--- config.mk ---
export PLATFORM = sky130hd
export DESIGN_NAME = flash_read_accel
export DESIGN_NICKNAME = d
export VERILOG_FILES = /design/src/rtl/fra_pkg.sv /design/src/rtl/fra_line_buf.sv /design/src/rtl/fra_extract.sv /design/src/rtl/fra_ctrl.sv /design/src/rtl/flash_read_accel.sv
export SDC_FILE = /design/constraint.sdc
export NUM_CORES = 1
export LEC_CHECK = 0
export ABC_CLOCK_PERIOD_IN_PS = 4700
export BUFFER_PORTS_ARGS = -buffer_cell sky130_fd_sc_hd__buf_2
export CORE_ASPECT_RATIO = 0.5
export CORE_UTILIZATION = 42
export DETAILED_ROUTE_END_ITERATION = 8
export MAX_ROUTING_LAYER = met4
export REMOVE_ABC_BUFFERS = 1
export SYNTH_ARGS = -nofsm -noshare
export SYNTH_HDL_FRONTEND = slang
export SYNTH_SLANG_ARGS = --single-unit
--- constraint.sdc ---
create_clock -name clk -period 4.7 [get_ports clk]
set_input_delay 0.94 -clock clk [delete_from_list [all_inputs] [get_ports clk]]
set_output_delay 0.94 -clock clk [all_outputs]
set_load 0.03 [all_outputs]
--- src/rtl/fra_pkg.sv ---
package fra_pkg;

    localparam int LINE_BITS = 128;
    localparam int NBUF      = 2;

    typedef enum logic [1:0] {
        ST_IDLE     = 2'd0,
        ST_DEMAND   = 2'd1,
        ST_PREFETCH = 2'd2
    } fra_state_e;

    typedef enum logic [1:0] {
        SZ_BYTE = 2'd0,
        SZ_HALF = 2'd1,
        SZ_WORD = 2'd2
    } fra_size_e;

endpackage

--- src/rtl/fra_line_buf.sv ---
module fra_line_buf
    import fra_pkg::*;
#(
    parameter int FL_AW = 12
) (
    input  logic                           clk,
    input  logic                           rst_n,
    input  logic                           narrow,
    input  logic [FL_AW-1:0]               lookup_off,
    input  logic                           inval_all,
    input  logic                           inval_one,
    input  logic                           inval_idx,
    input  logic                           load_en,
    input  logic                           load_idx,
    input  logic [FL_AW-1:0]               load_tag,
    input  logic [LINE_BITS-1:0]           load_data,
    output logic                           hit,
    output logic                           hit_idx,
    output logic [LINE_BITS-1:0]           hit_line,
    output logic [NBUF-1:0]                buf_valid,
    output logic [NBUF-1:0][FL_AW-1:0]     buf_tag
);

    logic [NBUF-1:0][LINE_BITS-1:0] buf_data;
    logic [NBUF-1:0]                match;
    logic [FL_AW-1:0]               line_mask;
    logic [FL_AW-1:0]               lookup_base;

    assign line_mask   = narrow ? FL_AW'(7) : FL_AW'(15);
    assign lookup_base = lookup_off & ~line_mask;

    for (genvar g = 0; g < NBUF; g++) begin : g_entry
        assign match[g] = buf_valid[g] && (buf_tag[g] == lookup_base);

        always_ff @(posedge clk or negedge rst_n) begin
            if (!rst_n) begin
                buf_valid[g] <= 1'b0;
                buf_tag[g]   <= '0;
                buf_data[g]  <= '0;
            end else begin
                if (inval_all || (inval_one && (inval_idx == 1'(g)))) begin
                    buf_valid[g] <= 1'b0;
                end
                if (load_en && (load_idx == 1'(g))) begin
                    buf_valid[g] <= 1'b1;
                    buf_tag[g]   <= load_tag;
                    buf_data[g]  <= load_data;
                end
            end
        end
    end

    assign hit      = |match;
    assign hit_idx  = match[1];
    assign hit_line = buf_data[hit_idx];

    // the two buffers never hold the same valid line at once
    assert_dup_line_R10: assert property (@(posedge clk) disable iff (!rst_n)
        $onehot0(match));

endmodule

--- src/rtl/fra_extract.sv ---
module fra_extract
    import fra_pkg::*;
(
    input  logic                 clk,
    input  logic                 rst_n,
    input  logic                 take,
    input  logic [LINE_BITS-1:0] line,
    input  logic [3:0]           byte_off,
    input  logic [1:0]           size,
    output logic                 rsp_valid,
    output logic [31:0]          rsp_data
);

    logic [31:0] word_sel;
    logic [31:0] sized;
    logic [1:0]  size_q;

    assign word_sel = 32'(line >> {byte_off, 3'b000});

    always_comb begin
        unique case (fra_size_e'(size))
            SZ_BYTE: sized = {24'd0, word_sel[7:0]};
            SZ_HALF: sized = {16'd0, word_sel[15:0]};
            default: sized = word_sel;
        endcase
    end

    always_ff @(posedge clk or negedge rst_n) begin
        if (!rst_n) begin
            rsp_valid <= 1'b0;
            rsp_data  <= '0;
            size_q    <= '0;
        end else begin
            rsp_valid <= take;
            size_q    <= size;
            if (take) begin
                rsp_data <= sized;
            end
        end
    end

    // a byte response carries nothing in the upper lanes
    assert_byte_lanes_R3: assert property (@(posedge clk) disable iff (!rst_n)
        (rsp_valid && size_q == SZ_BYTE) |-> (rsp_data[31:8] == 24'd0));

endmodule

--- src/rtl/fra_ctrl.sv ---
module fra_ctrl
    import fra_pkg::*;
#(
    parameter int FL_AW = 12,
    parameter int WS_W  = 4
) (
    input  logic                       clk,
    input  logic                       rst_n,
    input  logic [WS_W-1:0]            cfg_wait,
    input  logic                       cfg_narrow,
    input  logic                       cfg_seq_off,
    input  logic                       req_valid,
    input  logic [FL_AW-1:0]           req_off,
    input  logic                       hit,
    input  logic                       hit_idx,
    input  logic [NBUF-1:0]            buf_valid,
    input  logic [NBUF-1:0][FL_AW-1:0] buf_tag,
    output logic                       req_ready,
    output logic                       accept,
    output logic                       fl_rd,
    output logic [FL_AW-1:0]           fl_addr,
    output logic                       fl_wide,
    output logic                       inval_all,
    output logic                       inval_one,
    output logic                       inval_idx,
    output logic                       load_en,
    output logic                       load_idx,
    output logic [FL_AW-1:0]           load_tag
);

    fra_state_e       state, state_nx;
    logic [WS_W-1:0]  cnt, cnt_nx;
    logic [FL_AW-1:0] fetch_tag, tag_nx;
    logic             pf_idx, pf_idx_nx;
    logic             mru, mru_nx, mru_reg_nx;

    logic [WS_W-1:0]  wait_q;
    logic             narrow_q, seq_off_q;
    logic             cfg_chg;

    logic [FL_AW-1:0] line_mask, req_base, step, next_line;
    logic             miss, need_pf, pf_target;

    assign cfg_chg   = (cfg_wait != wait_q) || (cfg_narrow != narrow_q)
                     || (cfg_seq_off != seq_off_q);
    assign line_mask = cfg_narrow ? FL_AW'(7) : FL_AW'(15);
    assign step      = cfg_narrow ? FL_AW'(8) : FL_AW'(16);
    assign req_base  = req_off & ~line_mask;

    assign req_ready = hit && !cfg_chg;
    assign accept    = req_valid && req_ready;
    assign miss      = req_valid && !hit;
    assign mru_nx    = accept ? hit_idx : mru;
    assign next_line = buf_tag[mru_nx] + step;
    assign need_pf   = !cfg_seq_off && buf_valid[mru_nx]
                     && !(buf_valid[~mru_nx] && (buf_tag[~mru_nx] == next_line));
    assign pf_target = (state == ST_PREFETCH) && (req_base == fetch_tag);

    // State register
    always_ff @(posedge clk or negedge rst_n) begin
        if (!rst_n) begin
            state     <= ST_IDLE;
            cnt       <= '0;
            fetch_tag <= '0;
            pf_idx    <= 1'b0;
            mru       <= 1'b0;
            wait_q    <= '0;
            narrow_q  <= 1'b0;
            seq_off_q <= 1'b0;
        end else begin
            state     <= state_nx;
            cnt       <= cnt_nx;
            fetch_tag <= tag_nx;
            pf_idx    <= pf_idx_nx;
            mru       <= mru_reg_nx;
            wait_q    <= cfg_wait;
            narrow_q  <= cfg_narrow;
            seq_off_q <= cfg_seq_off;
        end
    end

    // Next state and outputs
    always_comb begin
        state_nx   = state;
        cnt_nx     = cnt;
        tag_nx     = fetch_tag;
        pf_idx_nx  = pf_idx;
        mru_reg_nx = mru_nx;
        inval_all  = 1'b0;
        inval_one  = 1'b0;
        load_en    = 1'b0;
        load_idx   = pf_idx;
        if (cfg_chg) begin
            // T_CFG_ABORT
            state_nx  = ST_IDLE;
            inval_all = 1'b1;
        end else begin
            unique case (state)
                ST_IDLE: begin
                    if (miss) begin
                        // T_MISS
                        state_nx  = ST_DEMAND;
                        cnt_nx    = cfg_wait;
                        tag_nx    = req_base;
                        inval_all = 1'b1;
                    end else begin
                        if (cfg_seq_off && accept) begin
                            inval_all = 1'b1;
                        end
                        if (need_pf) begin
                            // T_PF_START
                            state_nx  = ST_PREFETCH;
                            cnt_nx    = cfg_wait;
                            tag_nx    = next_line;
                            pf_idx_nx = ~mru_nx;
                            inval_one = 1'b1;
                        end
                    end
                end
                ST_DEMAND: begin
                    if (cnt == '0) begin
                        // T_DEM_DONE
                        state_nx   = ST_IDLE;
                        load_en    = 1'b1;
                        load_idx   = 1'b0;
                        mru_reg_nx = 1'b0;
                    end else begin
                        cnt_nx = cnt - 1'b1;
                    end
                end
                ST_PREFETCH: begin
                    if (miss && !pf_target) begin
                        // T_PF_ABORT
                        state_nx  = ST_DEMAND;
                        cnt_nx    = cfg_wait;
                        tag_nx    = req_base;
                        inval_all = 1'b1;
                    end else if (cnt == '0) begin
                        // T_PF_DONE
                        state_nx = ST_IDLE;
                        load_en  = 1'b1;
                    end else begin
                        cnt_nx = cnt - 1'b1;
                    end
                end
                default: state_nx = ST_IDLE;
            endcase
        end
    end

    assign inval_idx = pf_idx_nx;
    assign load_tag  = fetch_tag;
    assign fl_rd     = (state != ST_IDLE);
    assign fl_addr   = fetch_tag;
    assign fl_wide   = !cfg_narrow;

    // a requestor waiting on a demand fetch is held off
    assert_demand_stall_R2: assert property (@(posedge clk) disable iff (!rst_n)
        (state == ST_DEMAND) |-> !req_ready);

    // the flash line address holds while a read counts down
    assert_hold_addr_R2: assert property (@(posedge clk) disable iff (!rst_n)
        (state != ST_IDLE && $past(state) == state && $past(cnt) != '0)
        |-> $stable(fl_addr));

    // a configuration change leaves no buffer valid
    assert_cfg_flush_R11: assert property (@(posedge clk) disable iff (!rst_n)
        cfg_chg |=> (buf_valid == '0 && state == ST_IDLE));

    // no prefetch runs while sequential buffering is off
    assert_no_prefetch_R7: assert property (@(posedge clk) disable iff (!rst_n)
        (cfg_seq_off && $past(cfg_seq_off)) |-> (state != ST_PREFETCH));

endmodule

--- src/rtl/flash_read_accel.sv ---
module flash_read_accel
    import fra_pkg::*;
#(
    parameter int ADDR_W      = 24,
    parameter int FLASH_BYTES = 4096,
    parameter int WS_W        = 4,
    localparam int FL_AW      = $clog2(FLASH_BYTES)
) (
    input  logic                 clk,
    input  logic                 rst_n,
    input  logic [WS_W-1:0]      cfg_wait,
    input  logic                 cfg_narrow,
    input  logic                 cfg_seq_off,
    input  logic                 req_valid,
    input  logic [ADDR_W-1:0]    req_addr,
    input  logic [1:0]           req_size,
    output logic                 req_ready,
    output logic                 rsp_valid,
    output logic [31:0]          rsp_data,
    output logic                 fl_rd,
    output logic [FL_AW-1:0]     fl_addr,
    output logic                 fl_wide,
    input  logic [LINE_BITS-1:0] fl_rdata
);

    logic [FL_AW-1:0]           req_off;
    logic                       hit, hit_idx, accept;
    logic [LINE_BITS-1:0]       hit_line;
    logic [NBUF-1:0]            buf_valid;
    logic [NBUF-1:0][FL_AW-1:0] buf_tag;
    logic                       inval_all, inval_one, inval_idx;
    logic                       load_en, load_idx;
    logic [FL_AW-1:0]           load_tag;
    logic [3:0]                 byte_off;

    assign req_off  = req_addr[FL_AW-1:0];
    assign byte_off = req_off[3:0] & (cfg_narrow ? 4'h7 : 4'hF);

    fra_ctrl #(.FL_AW(FL_AW), .WS_W(WS_W)) ctrl_i (
        .clk         (clk),
        .rst_n       (rst_n),
        .cfg_wait    (cfg_wait),
        .cfg_narrow  (cfg_narrow),
        .cfg_seq_off (cfg_seq_off),
        .req_valid   (req_valid),
        .req_off     (req_off),
        .hit         (hit),
        .hit_idx     (hit_idx),
        .buf_valid   (buf_valid),
        .buf_tag     (buf_tag),
        .req_ready   (req_ready),
        .accept      (accept),
        .fl_rd       (fl_rd),
        .fl_addr     (fl_addr),
        .fl_wide     (fl_wide),
        .inval_all   (inval_all),
        .inval_one   (inval_one),
        .inval_idx   (inval_idx),
        .load_en     (load_en),
        .load_idx    (load_idx),
        .load_tag    (load_tag)
    );

    fra_line_buf #(.FL_AW(FL_AW)) bufs_i (
        .clk        (clk),
        .rst_n      (rst_n),
        .narrow     (cfg_narrow),
        .lookup_off (req_off),
        .inval_all  (inval_all),
        .inval_one  (inval_one),
        .inval_idx  (inval_idx),
        .load_en    (load_en),
        .load_idx   (load_idx),
        .load_tag   (load_tag),
        .load_data  (fl_rdata),
        .hit        (hit),
        .hit_idx    (hit_idx),
        .hit_line   (hit_line),
        .buf_valid  (buf_valid),
        .buf_tag    (buf_tag)
    );

    fra_extract extract_i (
        .clk       (clk),
        .rst_n     (rst_n),
        .take      (accept),
        .line      (hit_line),
        .byte_off  (byte_off),
        .size      (req_size),
        .rsp_valid (rsp_valid),
        .rsp_data  (rsp_data)
    );

    // a request through an upper alias is served like any other
    assert_alias_served_R8: assert property (@(posedge clk) disable iff (!rst_n)
        (accept && (req_addr[ADDR_W-1:FL_AW] != '0)) |=> rsp_valid);

endmodule

==> results.py, run 1 <==
metrics = {
    "cells_and_area": {
        "post_layout_nonfiller_instances": 2340,
        "post-route-cell-area_um2": 22000,
        "syn2layout_area_growth_pct": 19.0,
        "final_net_count": 1901,
        "final_layout_size_suffix_gt1_share_pct": 42.6,
    },
    "worst_setup_path": {
        "setup.worst_path.start_class": "flip-flop",
        "crit_path_max_fanout": 10,
        "worstReg2RegStart": "bufs_i.buf_tag[12]$_DFFE_PN0P_",
        "r2r_slack_ns": 0.13,
        "crit_type": "reg2reg",
        "reg2reg_depth": 19,
        "worst_setup_path_startpoint": "bufs_i.buf_tag[12]$_DFFE_PN0P_",
        "worst-endpoint-arrival_ns": 4.96,
        "rr_endpoint": "ctrl_i.fl_addr[3]$_DFFE_PN0P_",
        "cp_data_required_time_ns": 5.10,
        "crit_path_end_kind": "flip-flop",
        "critPathCapture": "ctrl_i.fl_addr[3]$_DFFE_PN0P_",
    },
    "placement": {
        "place.port_buffers": 198,
        "placedInstanceArea_um2": 20700,
        "dp.cells": 2262,
        "dpl.hpwl_um": 33900,
        "place.gp.congestion": 0.901,
    },
    "floorplanning": {
        "core_um2": 42700,
        "core_rows": 53,
        "pin_count": 211,
        "fp.dieArea_um2": 45000,
        "initial_utilization_pct": 43.3,
        "chipWidth_um": 299,
        "die_h_um": 150,
    },
    "logic_synthesis": {
        "yosys-top-cells-area": "sky130_fd_sc_hd__dfrtp_1 (46%), sky130_fd_sc_hd__mux2_2 (18%), sky130_fd_sc_hd__mux2i_1 (12%)",
        "synth_edf_count": 0,
        "post_synth_top_area_share_pct": 46.1,
        "number_of_warnings_issued_by_yosys": 0,
        "synth_area_per_cell_um2": 12.4,
        "synth-seq-cells": 341,
        "post-synth-top-area-cell": "sky130_fd_sc_hd__dfrtp_1",
        "synthDistinctLibCells": 62,
        "synth_area_um2": 18500,
        "yosys_most_used_dff": "sky130_fd_sc_hd__dfrtp_1",
        "synth_async_sr_flop_share_pct": 100,
        "synth.top_cells.by_count": "sky130_fd_sc_hd__dfrtp_1 (341), sky130_fd_sc_hd__mux2_2 (292), sky130_fd_sc_hd__mux2i_1 (231)",
        "yosysSeqAreaShare_pct": 46.1,
        "syn_inst": 1490,
        "post-synth-top-count-cell": "sky130_fd_sc_hd__dfrtp_1",
    },
    "cts": {
        "tritoncts.num_buffers": 35,
        "ctsHtreeMaxLevel": 2,
        "largest_buffer_count_on_any_clock_path": 3,
        "num_clock_sinks": 341,
        "worst_skew_pair.late_latency_ns": 0.53,
        "clkSlewWorstSetupHoldPaths_ns": 0.06,
        "cts-root-buf": "sky130_fd_sc_hd__clkbuf_16",
        "tritoncts": "built",
    },
    "min_path": {
        "hold_path_class": "in2async",
    },
    "timing": {
        "finalClockSkew_ns": 0.0306,
        "min_period_ns": 4.57,
        "report.final.slew_viol_count": 0,
        "min_period_over_period_pct": 97.1,
        "report.final.setup_viol": 0,
        "worst-slew-pin-transition_ns": 1.15,
        "timing.final.hold_violations": 0,
        "rsz0062_at_grt": "yes",
        "max_clock_freq_mhz": 219,
        "timing.hold.ws_ns": 0.303,
        "max_slew_margin_pct": 22.9,
    },
    "flow_run": {
        "maxCapViolations": 0,
    },
    "global_route": {
        "grt.met1_usage_pct": 27.7,
        "largest_net_degree_at_the_start_of_global_routing": 144,
        "grt_pass1_vias": 13700,
        "busiest_layer": "met2",
        "grt_pass1_wl_um": 76800,
        "grt_use_total_pct": 22.4,
        "globalRoute.totalOverflow": 0,
        "antenna_found_initial": 6,
        "grt.met3_usage_pct": 3.00,
        "globalRouteMet2Util_pct": 38.8,
    },
    "power": {
        "cellPowerDensity_nw_per_um2": 282,
        "total_leakage_power_uw": 0.0105,
        "vdd_drop_max_uv": 213,
    },
    "drt": {
        "drc": 0,
        "viasPerCell": 5.44,
        "postRouteAntennaNets": 0,
        "drt_iter0_markers": 698,
        "first_pass_iters": 5,
        "route.vias.total": 12700,
        "wire_length_after_detailed_routing_um": 48200,
        "wire_per_inst_um": 20.6,
    },
    "status": {
        "result_of_the_run": "finished, final reports clean",
    },
}
## what timing repair did
item,4_1_cts,5_1_grt
hold buffers,0,0
pin swaps,12,15
buffers inserted,4,4
endpoints found under the setup margin,21,21
resized for setup,12,16
## where the power goes
part           total [uW]  internal [uW]  switching (uW)
Sequential           2990           2960            31.2
Combinational         471            187             283
Clock                2760           1540            1210
Total                6220           4690            1530
## how the worst min path moves through the flow
stage                     slack (ns)                                from                                  to
after detailed placement        0.46  extract_i.rsp_data[22]$_DFFE_PN0N_  extract_i.rsp_data[22]$_DFFE_PN0N_
after floorplan                 0.47    bufs_i.buf_data[131]$_DFFE_PN0P_    bufs_i.buf_data[131]$_DFFE_PN0P_
after global placement          0.46  extract_i.rsp_data[22]$_DFFE_PN0N_  extract_i.rsp_data[22]$_DFFE_PN0N_
after CTS                       0.30                               rst_n          ctrl_i.seq_off_q$_DFF_PN0_
final                           0.30                               rst_n    bufs_i.buf_data[155]$_DFFE_PN0P_
after global routing            0.30                               rst_n          ctrl_i.seq_off_q$_DFF_PN0_
## logic make-up after synthesis
logic type                 synth area share (%)
buffers and inverters                      2.69
muxes                                      35.7
AOI/OAI and AO/OA                          5.83
adders and majority gates                 0.581
DFF                                        46.1
xor gates and xnor gates                   2.60
and+or+nand+nor                            6.45
## sequential cells by signal, indices dropped and copies added, names as in the netlist, 2 cells and up
signal / flops
bufs_i.buf_data: 256
bufs_i.buf_tag: 24
bufs_i.buf_valid: 2
ctrl_i.cnt: 4
ctrl_i.fl_addr: 12
ctrl_i.state: 2
ctrl_i.wait_q: 4
extract_i.rsp_data: 32
## routing by layer
| metal | wire length [um] | vias to the layer above |
|---|---|---|
| met5 | 0 | - |
| met4 | 942 | 0 |
| met3 | 1530 | 64 |
| met2 | 24800 | 214 |
| met1 | 20900 | 6505 |
| li1 | - | 5938 |
## per-stage QoR
step	setup TNS (ns)	worst slack [ns]	util, %	power [uW]
final	0	0.135	51.6	6220
after global routing	-0.865	-0.115	51.6	6480
after CTS	0	0.0157	51.3	6290
after detailed placement	-11.40	-0.671	48.5	3510
after global placement	-8.77	-0.538	48.5	3490
after floorplan	-697.03	-3.14	-	3220
## worst max-delay path: stages (launching register included)
cell and delay [ns]:
sky130_fd_sc_hd__dfrtp_1 0.38, sky130_fd_sc_hd__or4b_4 0.59, sky130_fd_sc_hd__a211oi_4 0.28, sky130_fd_sc_hd__nand3_2 0.15, sky130_fd_sc_hd__nor2_4 0.13, sky130_fd_sc_hd__nor2_2 0.05
sky130_fd_sc_hd__nand2_1 0.07, sky130_fd_sc_hd__nand2_1 0.05, sky130_fd_sc_hd__ha_2 0.18, sky130_fd_sc_hd__fa_2 0.36, sky130_fd_sc_hd__xnor2_1 0.15, sky130_fd_sc_hd__xnor2_1 0.15
sky130_fd_sc_hd__nor4_2 0.16, sky130_fd_sc_hd__o221ai_1 0.15, sky130_fd_sc_hd__or3b_4 0.40, sky130_fd_sc_hd__nor4b_4 0.33, sky130_fd_sc_hd__a311oi_4 0.16, sky130_fd_sc_hd__o21bai_4 0.19
sky130_fd_sc_hd__buf_12 0.17, sky130_fd_sc_hd__mux2_2 0.34
## layout make-up
type / instances / area (um^2)
fill: 3783 / 20700
multi-input combinational: 1033 / 9630
sequential: 341 / 8530
timing repair buffer: 307 / 1960
clock buffer: 46 / 978
tap: 577 / 722
clock inverter: 18 / 143
inverter: 12 / 45.0
antenna: 6 / 15.0
## cell usage in the layout, fill, tap and decap left out, types with 36 or more instances in the layout
master and n:
sky130_fd_sc_hd__a21oi_1 45, sky130_fd_sc_hd__buf_2 195, sky130_fd_sc_hd__buf_4 98, sky130_fd_sc_hd__clkbuf_16 36, sky130_fd_sc_hd__dfrtp_1 341, sky130_fd_sc_hd__mux2_2 292, sky130_fd_sc_hd__mux2i_1 230, sky130_fd_sc_hd__mux4_2 40
sky130_fd_sc_hd__nand2_1 101, sky130_fd_sc_hd__o21ai_0 40, sky130_fd_sc_hd__xnor2_1 37
Note: power is estimated with default switching activity, not from simulation.
==> run 2: changes to the inputs <==
--- a/config.mk
+++ b/config.mk
@@ -5,7 +5,7 @@
 export SDC_FILE = /design/constraint.sdc
 export NUM_CORES = 1
 export LEC_CHECK = 0
-export ABC_CLOCK_PERIOD_IN_PS = 4700
+export ABC_CLOCK_PERIOD_IN_PS = 3700
 export BUFFER_PORTS_ARGS = -buffer_cell sky130_fd_sc_hd__buf_2
 export CORE_ASPECT_RATIO = 0.5
 export CORE_UTILIZATION = 42
==> constraint.sdc (replaced) <==
create_clock -name clk -period 3.7 [get_ports clk]
set_input_delay 0.74 -clock clk [delete_from_list [all_inputs] [get_ports clk]]
set_output_delay 0.74 -clock clk [all_outputs]
set_load 0.03 [all_outputs]
==> run 2 against run 1 <==
Effect of this change:
- the run now ends with setup timing left
- clock power rose by 29%
- wire length rose by 4.2%
- worst hold slack got worse by 0.26 ns
- sequential cell count did not move
- global-route usage rose by 0.44 points
- critical path type unchanged
- first-iteration DRC count fell by 4.2%
- largest cell class unchanged
- combinational power rose by 34%
- design area rose by 3.8%
- sequential share of layout area fell by 1.4 points
- maximum frequency fell by 2.4%
- utilization rose by 1.9 points
==> results.py, run 2 (synthesized netlist as in run 1, its figures left out) <==
metrics = {
    "worst_setup_path": {
        "critPathCapture": "ctrl_i.fl_addr[10]$_DFFE_PN0P_",
        "crit_path_max_fanout": 5,
        "worst-endpoint-arrival_ns": 5.10,
        "cp_data_required_time_ns": 4.12,
        "setup.worst_path.start_class": "flip-flop",
        "crit_path_end_kind": "flip-flop",
        "crit_type": "reg2reg",
        "reg2reg_depth": 22,
        "worstReg2RegStart": "bufs_i.buf_tag[13]$_DFFE_PN0P_",
        "r2r_slack_ns": -0.98,
        "rr_endpoint": "ctrl_i.fl_addr[10]$_DFFE_PN0P_",
        "worst_setup_path_startpoint": "bufs_i.buf_tag[13]$_DFFE_PN0P_",
    },
    "drt": {
        "first_pass_iters": 5,
        "wire_per_inst_um": 20.8,
        "drt_iter0_markers": 669,
        "postRouteAntennaNets": 0,
        "viasPerCell": 5.41,
        "route.vias.total": 13000,
        "drc": 0,
        "wire_length_after_detailed_routing_um": 50200,
    },
    "global_route": {
        "grt.met1_usage_pct": 28.2,
        "grt_use_total_pct": 22.8,
        "grt.met3_usage_pct": 3.25,
        "grt_pass1_wl_um": 77700,
        "largest_net_degree_at_the_start_of_global_routing": 101,
        "globalRoute.totalOverflow": 0,
        "antenna_found_initial": 6,
        "globalRouteMet2Util_pct": 39.8,
        "busiest_layer": "met2",
        "grt_pass1_vias": 14000,
    },
    "cts": {
        "num_clock_sinks": 341,
        "tritoncts": "built",
        "cts-root-buf": "sky130_fd_sc_hd__clkbuf_16",
        "clkSlewWorstSetupHoldPaths_ns": 0.06,
        "worst_skew_pair.late_latency_ns": 0.56,
        "ctsHtreeMaxLevel": 2,
        "cts_hold_repair.buffers": 0,
        "largest_buffer_count_on_any_clock_path": 3,
        "tritoncts.num_buffers": 35,
    },
    "floorplanning": {
        "die_h_um": 150,
        "fp.dieArea_um2": 45000,
        "pin_count": 211,
        "chipWidth_um": 299,
        "core_um2": 42700,
        "core_rows": 53,
        "initial_utilization_pct": 43.3,
    },
    "cells_and_area": {
        "final_net_count": 1970,
        "largest_register_ff_count": 256,
        "syn2layout_area_growth_pct": 23.5,
        "biggestRegsByFlops": "bufs_i.buf_data: 256 flops, extract_i.rsp_data: 32 flops, bufs_i.buf_tag: 24 flops",
        "final_core_occ_pct": 53.5,
        "nFillCells": 3718,
        "layout.cells.most_common": "sky130_fd_sc_hd__dfrtp_1",
        "post-route-cell-area_um2": 22900,
        "final_layout_size_suffix_gt1_share_pct": 45.2,
        "layout_common_cells": "sky130_fd_sc_hd__dfrtp_1 (341), sky130_fd_sc_hd__mux2_2 (291), sky130_fd_sc_hd__mux2i_1 (228)",
        "regMostFlops": "bufs_i.buf_data",
    },
    "timing": {
        "report.final.setup_viol": 21,
        "min_period_over_period_pct": 126,
        "worst-slew-pin-transition_ns": 0.717,
        "report.final.slew_viol_count": 0,
        "timing.final.hold_violations": 0,
        "rsz0062_at_grt": "yes",
        "min_period_ns": 4.68,
        "max_clock_freq_mhz": 214,
        "fin_ws_ns": -0.980,
        "timing.hold.ws_ns": 0.0428,
        "finalClockSkew_ns": 0.0246,
        "max_slew_margin_pct": 52.2,
    },
    "placement": {
        "place.port_buffers": 198,
        "dpl.hpwl_um": 36200,
        "placedInstanceArea_um2": 21200,
        "place.gp.congestion": 0.884,
    },
    "status": {
        "result_of_the_run": "complete, but fails checks",
        "failed_checks": "setup timing",
    },
    "power": {
        "vdd_drop_max_uv": 281,
        "total_design_power_uw": 8000,
        "total_leakage_power_uw": 0.0110,
        "cellPowerDensity_nw_per_um2": 350,
    },
    "min_path": {
        "hold_path_class": "in2async",
    },
    "flow_run": {
        "maxCapViolations": 0,
    },
}
## run 2: changes by cell type in the layout (fill, tap and decap cells not counted), moves of 3 or more
| cell | previous run | this run |
|---|---|---|
| sky130_fd_sc_hd__nor3_1 | 21 | 18 |
| sky130_fd_sc_hd__clkinv_2 | 11 | 7 |
| sky130_fd_sc_hd__buf_4 | 98 | 145 |
| sky130_fd_sc_hd__buf_6 | 3 | 8 |
| sky130_fd_sc_hd__buf_12 | 10 | 23 |
| sky130_fd_sc_hd__o2bb2ai_2 | 0 | 4 |
| sky130_fd_sc_hd__o2bb2ai_1 | 6 | 2 |
| sky130_fd_sc_hd__clkbuf_8 | 4 | 8 |
| sky130_fd_sc_hd__nor3_2 | 0 | 3 |
## run 2: final cells by class
| cell class | count | area [um^2] | area share (%) |
|---|---|---|---|
| well taps | 577 | 722 | 3.16 |
| clock inverters | 12 | 121 | 0.531 |
| clock buffers | 50 | 1010 | 4.43 |
| multi-input cells | 1033 | 9680 | 42.4 |
| diodes | 6 | 15.0 | 0.0657 |
| flip-flops and latches | 341 | 8530 | 37.3 |
| inverters | 12 | 45.0 | 0.197 |
| repair buffers | 376 | 2720 | 11.9 |
## run 2: how the worst min path moves through the flow
stage                     slack, ns                               start  depth (start not counted)                            endpoint
final                          0.04                               rst_n                          1     bufs_i.buf_data[27]$_DFFE_PN0P_
after global routing           0.03                               rst_n                          1   extract_i.rsp_data[3]$_DFFE_PN0N_
after CTS                      0.03                               rst_n                          1   extract_i.rsp_data[3]$_DFFE_PN0N_
after detailed placement       0.46  extract_i.rsp_data[18]$_DFFE_PN0N_                          2  extract_i.rsp_data[18]$_DFFE_PN0N_
after global placement         0.46  extract_i.rsp_data[26]$_DFFE_PN0N_                          2  extract_i.rsp_data[26]$_DFFE_PN0N_
after floorplan                0.44                               rst_n                          0      bufs_i.buf_data[0]$_DFFE_PN0P_
## run 2: report_power, final
part / switching [uW] / internal (uW)
combinational: 369 / 261
sequential: 42.2 / 3760
clock: 1570 / 2000
## run 2: timing repair
item / 4_1_cts / 5_1_grt
resized for setup: 27 / 21
pin swaps: 20 / 9
gates cloned: 0 / 2
buffers inserted: 13 / 15
setup endpoints to repair: 21 / 79
## run 2: through the flow
step,TNS [ns],std cells,worst slack [ns]
6_report,-18.83,2407,-0.980
5_1_grt,-21.98,2407,-1.13
4_1_cts,-17.40,2384,-0.921
3_5_place_dp,-68.85,2310,-1.60
3_3_place_gp,-30.75,2310,-1.37
2_1_floorplan,-992.43,1386,-4.14
## run 2: per-layer routing
metal | up-vias | routed length [um]
li1 | 6086 | -
met5 | - | 0
met4 | 0 | 884
met1 | 6697 | 22000
met2 | 176 | 25700
met3 | 66 | 1630
## run 2: worst max-delay path, stage by stage, from the launching register on
cell and delay, ns:
sky130_fd_sc_hd__dfrtp_1 0.37, sky130_fd_sc_hd__or4b_4 0.59, sky130_fd_sc_hd__a211oi_4 0.21, sky130_fd_sc_hd__nand3_2 0.15, sky130_fd_sc_hd__nor2_4 0.17, sky130_fd_sc_hd__nor2_2 0.06
sky130_fd_sc_hd__nand2_1 0.06, sky130_fd_sc_hd__nand2_1 0.05, sky130_fd_sc_hd__ha_2 0.18, sky130_fd_sc_hd__fa_2 0.37, sky130_fd_sc_hd__buf_4 0.16, sky130_fd_sc_hd__buf_6 0.11
sky130_fd_sc_hd__and3_4 0.18, sky130_fd_sc_hd__nor3_1 0.26, sky130_fd_sc_hd__a311oi_4 0.09, sky130_fd_sc_hd__buf_4 0.16, sky130_fd_sc_hd__xnor2_1 0.19, sky130_fd_sc_hd__o311ai_2 0.15
sky130_fd_sc_hd__a311oi_4 0.39, sky130_fd_sc_hd__o21bai_4 0.09, sky130_fd_sc_hd__buf_12 0.15, sky130_fd_sc_hd__buf_6 0.12, sky130_fd_sc_hd__mux2_4 0.29
